--- config.mk ---
export PLATFORM = sky130hd
export DESIGN_NAME = flash_wstat
export DESIGN_NICKNAME = d
export VERILOG_FILES = /design/src/rtl/flash_wstat_pkg.sv /design/src/rtl/flash_wstat_timer.sv /design/src/rtl/flash_wstat_rdport.sv /design/src/rtl/flash_wstat.sv
export SDC_FILE = /design/constraint.sdc
export NUM_CORES = 1
export LEC_CHECK = 0
export BUFFER_PORTS_ARGS = -buffer_cell sky130_fd_sc_hd__buf_2
export CAP_MARGIN = 0
export CORE_AREA = 2 2 101 103
export DETAILED_ROUTE_END_ITERATION = 10
export DIE_AREA = 0 0 103 105
export GPL_TIMING_DRIVEN = 0
export PLACE_DENSITY = 0.75
export SKIP_LAST_GASP = 1
export SYNTH_ARGS = -nofsm -noshare
export SYNTH_HDL_FRONTEND = slang
export SYNTH_HIERARCHICAL = 1
export SYNTH_SLANG_ARGS = --single-unit
--- constraint.sdc ---
create_clock -name clk -period 2.3 [get_ports clk]
set_input_delay 0.23 -clock clk [delete_from_list [all_inputs] [get_ports clk]]
set_output_delay 0.23 -clock clk [all_outputs]
set_load 0.005 [all_outputs]
--- src/rtl/flash_wstat_pkg.sv ---
package flash_wstat_pkg;

  typedef enum logic [1:0] {
    OP_PROG = 2'd0,
    OP_SECT = 2'd1,
    OP_BLK  = 2'd2,
    OP_BANK = 2'd3
  } wop_e;

  // bit positions decoded by the host's polling routine
  localparam int unsigned POLL_BIT = 7;
  localparam int unsigned TOG_BIT  = 6;

  function automatic int unsigned op_cycles(input wop_e op,
                                            input int unsigned c_prog,
                                            input int unsigned c_sect,
                                            input int unsigned c_blk,
                                            input int unsigned c_bank);
    case (op)
      OP_PROG: return c_prog;
      OP_SECT: return c_sect;
      OP_BLK:  return c_blk;
      default: return c_bank;
    endcase
  endfunction

  function automatic int unsigned max4(input int unsigned a, input int unsigned b,
                                       input int unsigned c, input int unsigned d);
    int unsigned m;
    m = a;
    if (b > m) m = b;
    if (c > m) m = c;
    if (d > m) m = d;
    return m;
  endfunction

endpackage

--- src/rtl/flash_wstat_timer.sv ---
module flash_wstat_timer
  import flash_wstat_pkg::*;
#(
  parameter int unsigned DW       = 16,
  parameter int unsigned CW       = 8,
  parameter int unsigned PROG_CYC = 20,
  parameter int unsigned SECT_CYC = 50,
  parameter int unsigned BLK_CYC  = 50,
  parameter int unsigned BANK_CYC = 200
) (
  input  logic          clk,
  input  logic          rst_n,
  input  logic          start_i,
  input  wop_e          op_i,
  input  logic [DW-1:0] word_i,
  input  logic          rd_hit_i,
  output logic          busy_o,
  output logic          accept_o,
  output logic          done_o,
  output logic          tog_o,
  output logic [DW-1:0] stat_o
);

  logic [CW-1:0] cnt_q;
  logic [CW-1:0] load_w;
  logic [DW-1:0] word_q;
  logic          tog_q;

  function automatic logic [DW-1:0] poll_word(input logic [DW-1:0] w, input logic t);
    logic [DW-1:0] r;
    r           = w;
    r[POLL_BIT] = ~w[POLL_BIT];
    r[TOG_BIT]  = t;
    return r;
  endfunction

  assign load_w   = CW'(op_cycles(op_i, PROG_CYC, SECT_CYC, BLK_CYC, BANK_CYC));
  assign busy_o   = (cnt_q != '0);
  assign accept_o = start_i & ~busy_o;
  assign done_o   = busy_o && (cnt_q == CW'(1));
  assign tog_o    = tog_q;
  assign stat_o   = poll_word(word_q, tog_q);

  always_ff @(posedge clk) begin
    if (!rst_n) begin
      cnt_q  <= '0;
      word_q <= '0;
      tog_q  <= 1'b0;
    end else if (accept_o) begin
      cnt_q  <= load_w;
      word_q <= word_i;
      tog_q  <= 1'b0;
    end else begin
      if (busy_o) cnt_q <= cnt_q - CW'(1);
      if (busy_o && rd_hit_i) tog_q <= ~tog_q;
    end
  end

endmodule

--- src/rtl/flash_wstat_rdport.sv ---
module flash_wstat_rdport #(
  parameter int unsigned NBANK = 2,
  parameter int unsigned DW    = 16,
  parameter int unsigned BSW   = 1
) (
  input  logic                      clk,
  input  logic                      rst_n,
  input  logic                      rd_stb_i,
  input  logic [BSW-1:0]            rd_bank_i,
  input  logic [NBANK-1:0]          busy_i,
  input  logic [NBANK-1:0][DW-1:0]  stat_i,
  input  logic [DW-1:0]             arr_i,
  output logic [NBANK-1:0]          hit_o,
  output logic [DW-1:0]             rd_data_o
);

  logic          sel_busy;
  logic [DW-1:0] sel_stat;

  for (genvar b = 0; b < NBANK; b++) begin : g_hit
    assign hit_o[b] = rd_stb_i && (rd_bank_i == BSW'(b));
  end

  always_comb begin
    sel_busy = 1'b0;
    sel_stat = '0;
    for (int b = 0; b < NBANK; b++) begin
      if (rd_bank_i == BSW'(b)) begin
        sel_busy = busy_i[b];
        sel_stat = stat_i[b];
      end
    end
  end

  always_ff @(posedge clk) begin
    if (!rst_n)        rd_data_o <= '0;
    else if (rd_stb_i) rd_data_o <= sel_busy ? sel_stat : arr_i;
  end

endmodule

--- src/rtl/flash_wstat.sv ---
module flash_wstat
  import flash_wstat_pkg::*;
#(
  parameter int unsigned NBANK    = 2,
  parameter int unsigned DW       = 16,
  parameter int unsigned PROG_CYC = 2000,
  parameter int unsigned SECT_CYC = 2500000,
  parameter int unsigned BLK_CYC  = 2500000,
  parameter int unsigned BANK_CYC = 10000000,
  localparam int unsigned BSW     = (NBANK > 1) ? $clog2(NBANK) : 1
) (
  input  logic             clk,
  input  logic             rst_n,
  input  logic [NBANK-1:0] start_i,
  input  logic [1:0]       op_i,
  input  logic [DW-1:0]    word_i,
  input  logic             rd_stb_i,
  input  logic [BSW-1:0]   rd_bank_i,
  input  logic [DW-1:0]    arr_data_i,
  output logic [DW-1:0]    rd_data_o,
  output logic             rb_low_o
);

  localparam int unsigned MAXC = max4(PROG_CYC, SECT_CYC, BLK_CYC, BANK_CYC);
  localparam int unsigned CW   = $clog2(MAXC + 1);

  // named internal events, observed by the bound checker
  logic [NBANK-1:0]         busy_w;
  logic [NBANK-1:0]         accept_w;
  logic [NBANK-1:0]         done_w;
  logic [NBANK-1:0]         tog_w;
  logic [NBANK-1:0]         hit_w;
  logic [NBANK-1:0][DW-1:0] stat_w;
  wop_e                     op_w;

  assign op_w = wop_e'(op_i);

  for (genvar b = 0; b < NBANK; b++) begin : g_bank
    flash_wstat_timer #(
      .DW(DW), .CW(CW),
      .PROG_CYC(PROG_CYC), .SECT_CYC(SECT_CYC),
      .BLK_CYC(BLK_CYC), .BANK_CYC(BANK_CYC)
    ) i_timer (
      .clk      (clk),
      .rst_n    (rst_n),
      .start_i  (start_i[b]),
      .op_i     (op_w),
      .word_i   (word_i),
      .rd_hit_i (hit_w[b]),
      .busy_o   (busy_w[b]),
      .accept_o (accept_w[b]),
      .done_o   (done_w[b]),
      .tog_o    (tog_w[b]),
      .stat_o   (stat_w[b])
    );
  end

  flash_wstat_rdport #(.NBANK(NBANK), .DW(DW), .BSW(BSW)) i_rdport (
    .clk       (clk),
    .rst_n     (rst_n),
    .rd_stb_i  (rd_stb_i),
    .rd_bank_i (rd_bank_i),
    .busy_i    (busy_w),
    .stat_i    (stat_w),
    .arr_i     (arr_data_i),
    .hit_o     (hit_w),
    .rd_data_o (rd_data_o)
  );

  assign rb_low_o = |busy_w;

endmodule

# ---- Yosys cells after proc, flatten, opt, wreduce, memory -nomap -nowiden
# Index checks and enable logic that the tools add are counted.
dict set report word_totals {
  ff_bits 98
  inputBits 40
  out_inout_bits 17
}
dict set report classes {
  n_addsub 2
  eq_ne 2
  muxes 8
  bitwise_logic 10
  reduce_logical 13
}
# cell n
set op_table {}
lappend op_table {{24-bit 2-to-1 mux} 4}
lappend op_table {{24-bit one-hot mux with 2 select lines} 1}
lappend op_table {{24-bit nonzero test} 2}
lappend op_table {{24-bit by 1-bit subtractor with 24-bit output (second input constant)} 2}
lappend op_table {{16-bit 2-to-1 mux} 2}
lappend op_table {{1-bit inverter} 8}
lappend op_table {{2-bit OR reduction} 4}
lappend op_table {{1-bit logical AND} 4}
lappend op_table {{2-bit nonzero test} 2}
lappend op_table {{1-bit AND} 2}
lappend op_table {{2-bit by 1-bit == test with 1-bit output (second input constant)} 1}
lappend op_table {{2-bit == test (second input constant)} 1}
lappend op_table {{2-bit zero test} 1}
lappend op_table {{1-bit 2-to-1 mux} 1}

# ---- Longest topological paths before layout
dict set report depth {
  word_depth 4
  ltp_mapped 11
  mapped_depth_nobuf 9
}

# ---- Cells and area by module
# The synthesis kept the hierarchy.
# module n_inst cells_each area_each_um2 seq_area_each_um2
set by_module_without_submodules {}
lappend by_module_without_submodules {{flash_wstat_timer (g_bank[1].i_timer)} 1 258 2139.6 800.8}
lappend by_module_without_submodules {{flash_wstat_timer (g_bank[0].i_timer)} 1 260 2105.8 800.8}
lappend by_module_without_submodules {flash_wstat_rdport 1 78 830.8 320.3}
lappend by_module_without_submodules {flash_wstat 1 1 6.3 0.0}

# ---- Worst setup path after synthesis
# No wires, ideal clock.
dict set report synth_path {
  path_type {flip-flop to flip-flop}
  startpoint {register g_bank[0].i_timer.cnt_q[6]}
  endpoint {register i_rdport.rd_data_o[0]}
  setup_time_ns 0.122
  t_arrival_ns 2.413
  slack_ns -0.235
  path_stages_with_launch 9
  path_cell_list {dfxtp_1 > nor4_1 > nand4b_1 > nor3_4 > inv_1 > mux2i_4 > clkbuf_1 > nor3_1 > a221o_1}
}
dict set report synth_via {
  elab_chain_len 3
}
# item line_no
set synth_rtl {}
lappend synth_rtl {{from (decl)} flash_wstat_timer.sv:24} ;# logic [CW-1:0] cnt_q;
lappend synth_rtl {{from (signal assigned)} flash_wstat_timer.sv:50} ;# cnt_q <= load_w;
lappend synth_rtl {{from (signal assigned)} flash_wstat_timer.sv:54} ;# if (busy_o) cnt_q <= cnt_q - CW'(1);
lappend synth_rtl {{24-bit nonzero test} flash_wstat_timer.sv:38} ;# assign busy_o = (cnt_q != '0);
lappend synth_rtl {{named net busy_w[0]} flash_wstat.sv:28} ;# logic [NBANK-1:0] busy_w;
lappend synth_rtl {{1-bit 2-to-1 mux} flash_wstat_rdport.sv:28} ;# if (rd_bank_i == BSW'(b)) begin
lappend synth_rtl {{16-bit 2-to-1 mux} flash_wstat_rdport.sv:37} ;# else if (rd_stb_i) rd_data_o <= sel_busy ? sel_stat : arr_i;
lappend synth_rtl {{to (signal assigned)} flash_wstat_rdport.sv:37}
lappend synth_rtl {{to (decl)} flash_wstat_rdport.sv:14} ;# output logic [DW-1:0] rd_data_o
# The timed path passes the listed nets, and every way through them passes these cells.
# A chain may end at the register's enable or synchronous reset.

# ---- Worst setup path after layout
dict set report layout_path {
  startpoint {register g_bank[1].i_timer.cnt_q[7]}
  endpoint {register g_bank[1].i_timer.cnt_q[9]}
}
dict set report layout_via {
  elab_chain_len 4
}
# item line_no
set layout_rtl {}
lappend layout_rtl {{from (decl)} flash_wstat_timer.sv:24}
lappend layout_rtl {{from (signal assigned)} flash_wstat_timer.sv:50}
lappend layout_rtl {{from (signal assigned)} flash_wstat_timer.sv:54}
lappend layout_rtl {{branches (longest 4 deep; another with 24-bit by 1-bit subtractor with 24-bit output)} n/a}
# Parallel ways; which one is timed is not known. The select of a mux whose other input is x is not followed.

==> results.yml <==
run_status:
  outcome: "finished, final reports clean"
route:
  finalWirelength_um: 13000
  antenna_left: 0
  viasPerCell: 5.76
  drc: 0
  routedWlPerCell_um: 15.9
  num_vias: 4689
  first_pass_iters: 5
  drtIter0Drc: 372
clock_network:
  tritoncts: "done"
  cts-buffers-inserted: 9
  clockBufferDepth: 2
  clkSinkCount: 96
  cts_hold_buf: 0
  clock_latency_ps: 370
  htree_levels: 3
  clk_pin_slew_ps: 100
  cts-root-buf: "clkbuf_8"
setup_path:
  cp_slowest_stage_delay_ps: 570
  cp_slowest_cell: "or4b_4"
  criticalPathCategory: "flop to flop"
  critical_path_required_ps: 2600
  cp_data_arrival_time_ps: 2580
  end_kind: "flop"
  cp_max_fo: 10
  start_kind: "flop"
  path_cells: "nor4_4 > nand3_4 > or4b_4 > buf_6 > or3b_1 > a21oi_2"
  reg2reg_slack_ps: 20
sta:
  finalCritPeriodShare_pct: 99.0
  slew_viol_final: 0
  tightest_slew_ps: 614
  slew-limit-headroom_pct: 59.1
  rsz0062_at_grt: "yes"
  min_period_ps: 2280
  setup_tns_ps: 0
  finClkSkew_ps: 12.5
  max_freq_ghz: 0.439
  report.final.setup_viol: 0
  worst_slack_ps: 23.0
  hold_violations: 0
yosys:
  netlist_area_um2: 5010
  syn_nets: 636
  synthCells: 588
  ys_warn_count: 6
  syn-mean-instance-area_um2: 8.53
layout:
  layout-drive-gt1-share_pct: 29.2
  post_layout_nonfiller_instances: 814
  area_growth_pct: 19.8
  stdcell_area_um2: 6010
  num_antenna_cells: 0
  fin_nets: 724
global_route:
  grt_util_all_layers_pct: 23.5
  grt_pass1_vias: 4309
  antenna_found_initial: 0
  grt_pass1_wl_um: 20200
  grt_max_degree: 19
  grt_overflow_total: 0
place:
  place.gp.congestion: 0.946
  dpl_cell_area_um2: 5470
  post-place-ws_ps: -511
  dp.cells: 775
  dp_hpwl_um: 8770
  portBuffers: 54
hold_path:
  hp-class: "primary input to flop"
pwr:
  cellLeakagePower_uw: 0.00244
  power.density_nw_per_um2: 1300
  max-vdd-ir-drop_mv: 0.480
floorplanning:
  floorplan.rows: 36
  die_w_um: 103
  dieArea_um2: 10800
  start_util_pct: 52.0
  die_y_um: 105
  core_um2: 9640
  ios: 57
flow_run:
  drv_cap: 0
[worst paths after layout]
check / from / to / cells after the start
worst max-delay path: g_bank[1].i_timer/cnt_q[7] / g_bank[1].i_timer/cnt_q[9] / 6
worst min register to register: g_bank[0].i_timer/word_q[5] / g_bank[0].i_timer/word_q[5] / 2
worst max register to register: g_bank[1].i_timer/cnt_q[7] / g_bank[1].i_timer/cnt_q[9] / 6
worst min-delay path: arr_data_i[14] / i_rdport/rd_data_o[14] / 2
[critical path: cells and delay by family (launching register included)]
kind                   cells  cell delay [ps]
AND/OR/NAND/NOR            4             1520
flip-flops                 1              390
buffers and inverters      1              170
AO/OA/AOI/OAI              1              130
[final cells by class]
cell class | count | area [µm²]
Fill cell | 805 | 3630
Timing Repair Buffer | 80 | 465
Clock buffer | 9 | 124
Sequential cell | 96 | 1940
Tap cell | 133 | 166
Inverter | 15 | 61.3
Buffer | 58 | 398
Multi-Input combinational cell | 416 | 2790
Clock inverter | 7 | 60.1
[stage by stage]
step / power, µW / utilization, % / hold WS [ps]
after global routing: 8320 / 62.3 / 43.0
final: 7790 / 62.3 / 80.5
after detailed placement: 5740 / 56.7 / 445
after CTS: 7200 / 60.4 / 63.2
after global placement: 5640 / 56.7 / 438
after floorplan: 5010 / - / 348
[per-layer routing]
metal  global-route usage (%)  part of all wire [%]
met5                        0                     0
met4                     8.93                   2.9
met3                     5.55                   8.1
met2                     37.8                    48
met1                     30.2                    41
[sequential cells by signal (all words and copies together), names as in the netlist]
| name | flops |
|---|---|
| g_bank.i_timer/tog_o | 2 |
| i_rdport/rd_data_o | 16 |
| g_bank.i_timer/cnt_q | 48 |
| g_bank.i_timer/word_q | 30 |
[power breakdown]
part / leakage (µW) / total (µW) / switching [µW] / internal (µW)
sequential: 0.000787 / 2530 / 446 / 2080
combinational: 0.00156 / 4200 / 2220 / 1980
clock: 0.0000912 / 1060 / 648 / 413
total: 0.00244 / 7790 / 3320 / 4470
[placed cells by master (no fill, tap or decap), drive strengths merged, types with 4 or more instances in the layout]
cell      n
nand3b    5
or4       6
or3      10
clkbuf   24
ha        8
xnor2    16
or3b      4
mux2i    19
or2       4
nor3     35
nand3    13
dfxtp    96
a221o    16
inv      19
mux2      4
buf     123
a31oi     5
nand4b    5
nand2b    4
xor2      4
nand4     4
a21oi    56
nor4     18
nor2     28
nand2    93
a211oi    7
o21ai    10
and2      7
[timing repair]
item / in CTS / in global routing
endpoints found under the setup margin: 55 / 49
pin swaps: 7 / 14
gates resized for setup: 25 / 34
buffers inserted: 11 / 15
No activity file was read; power rests on OpenSTA's default activity.
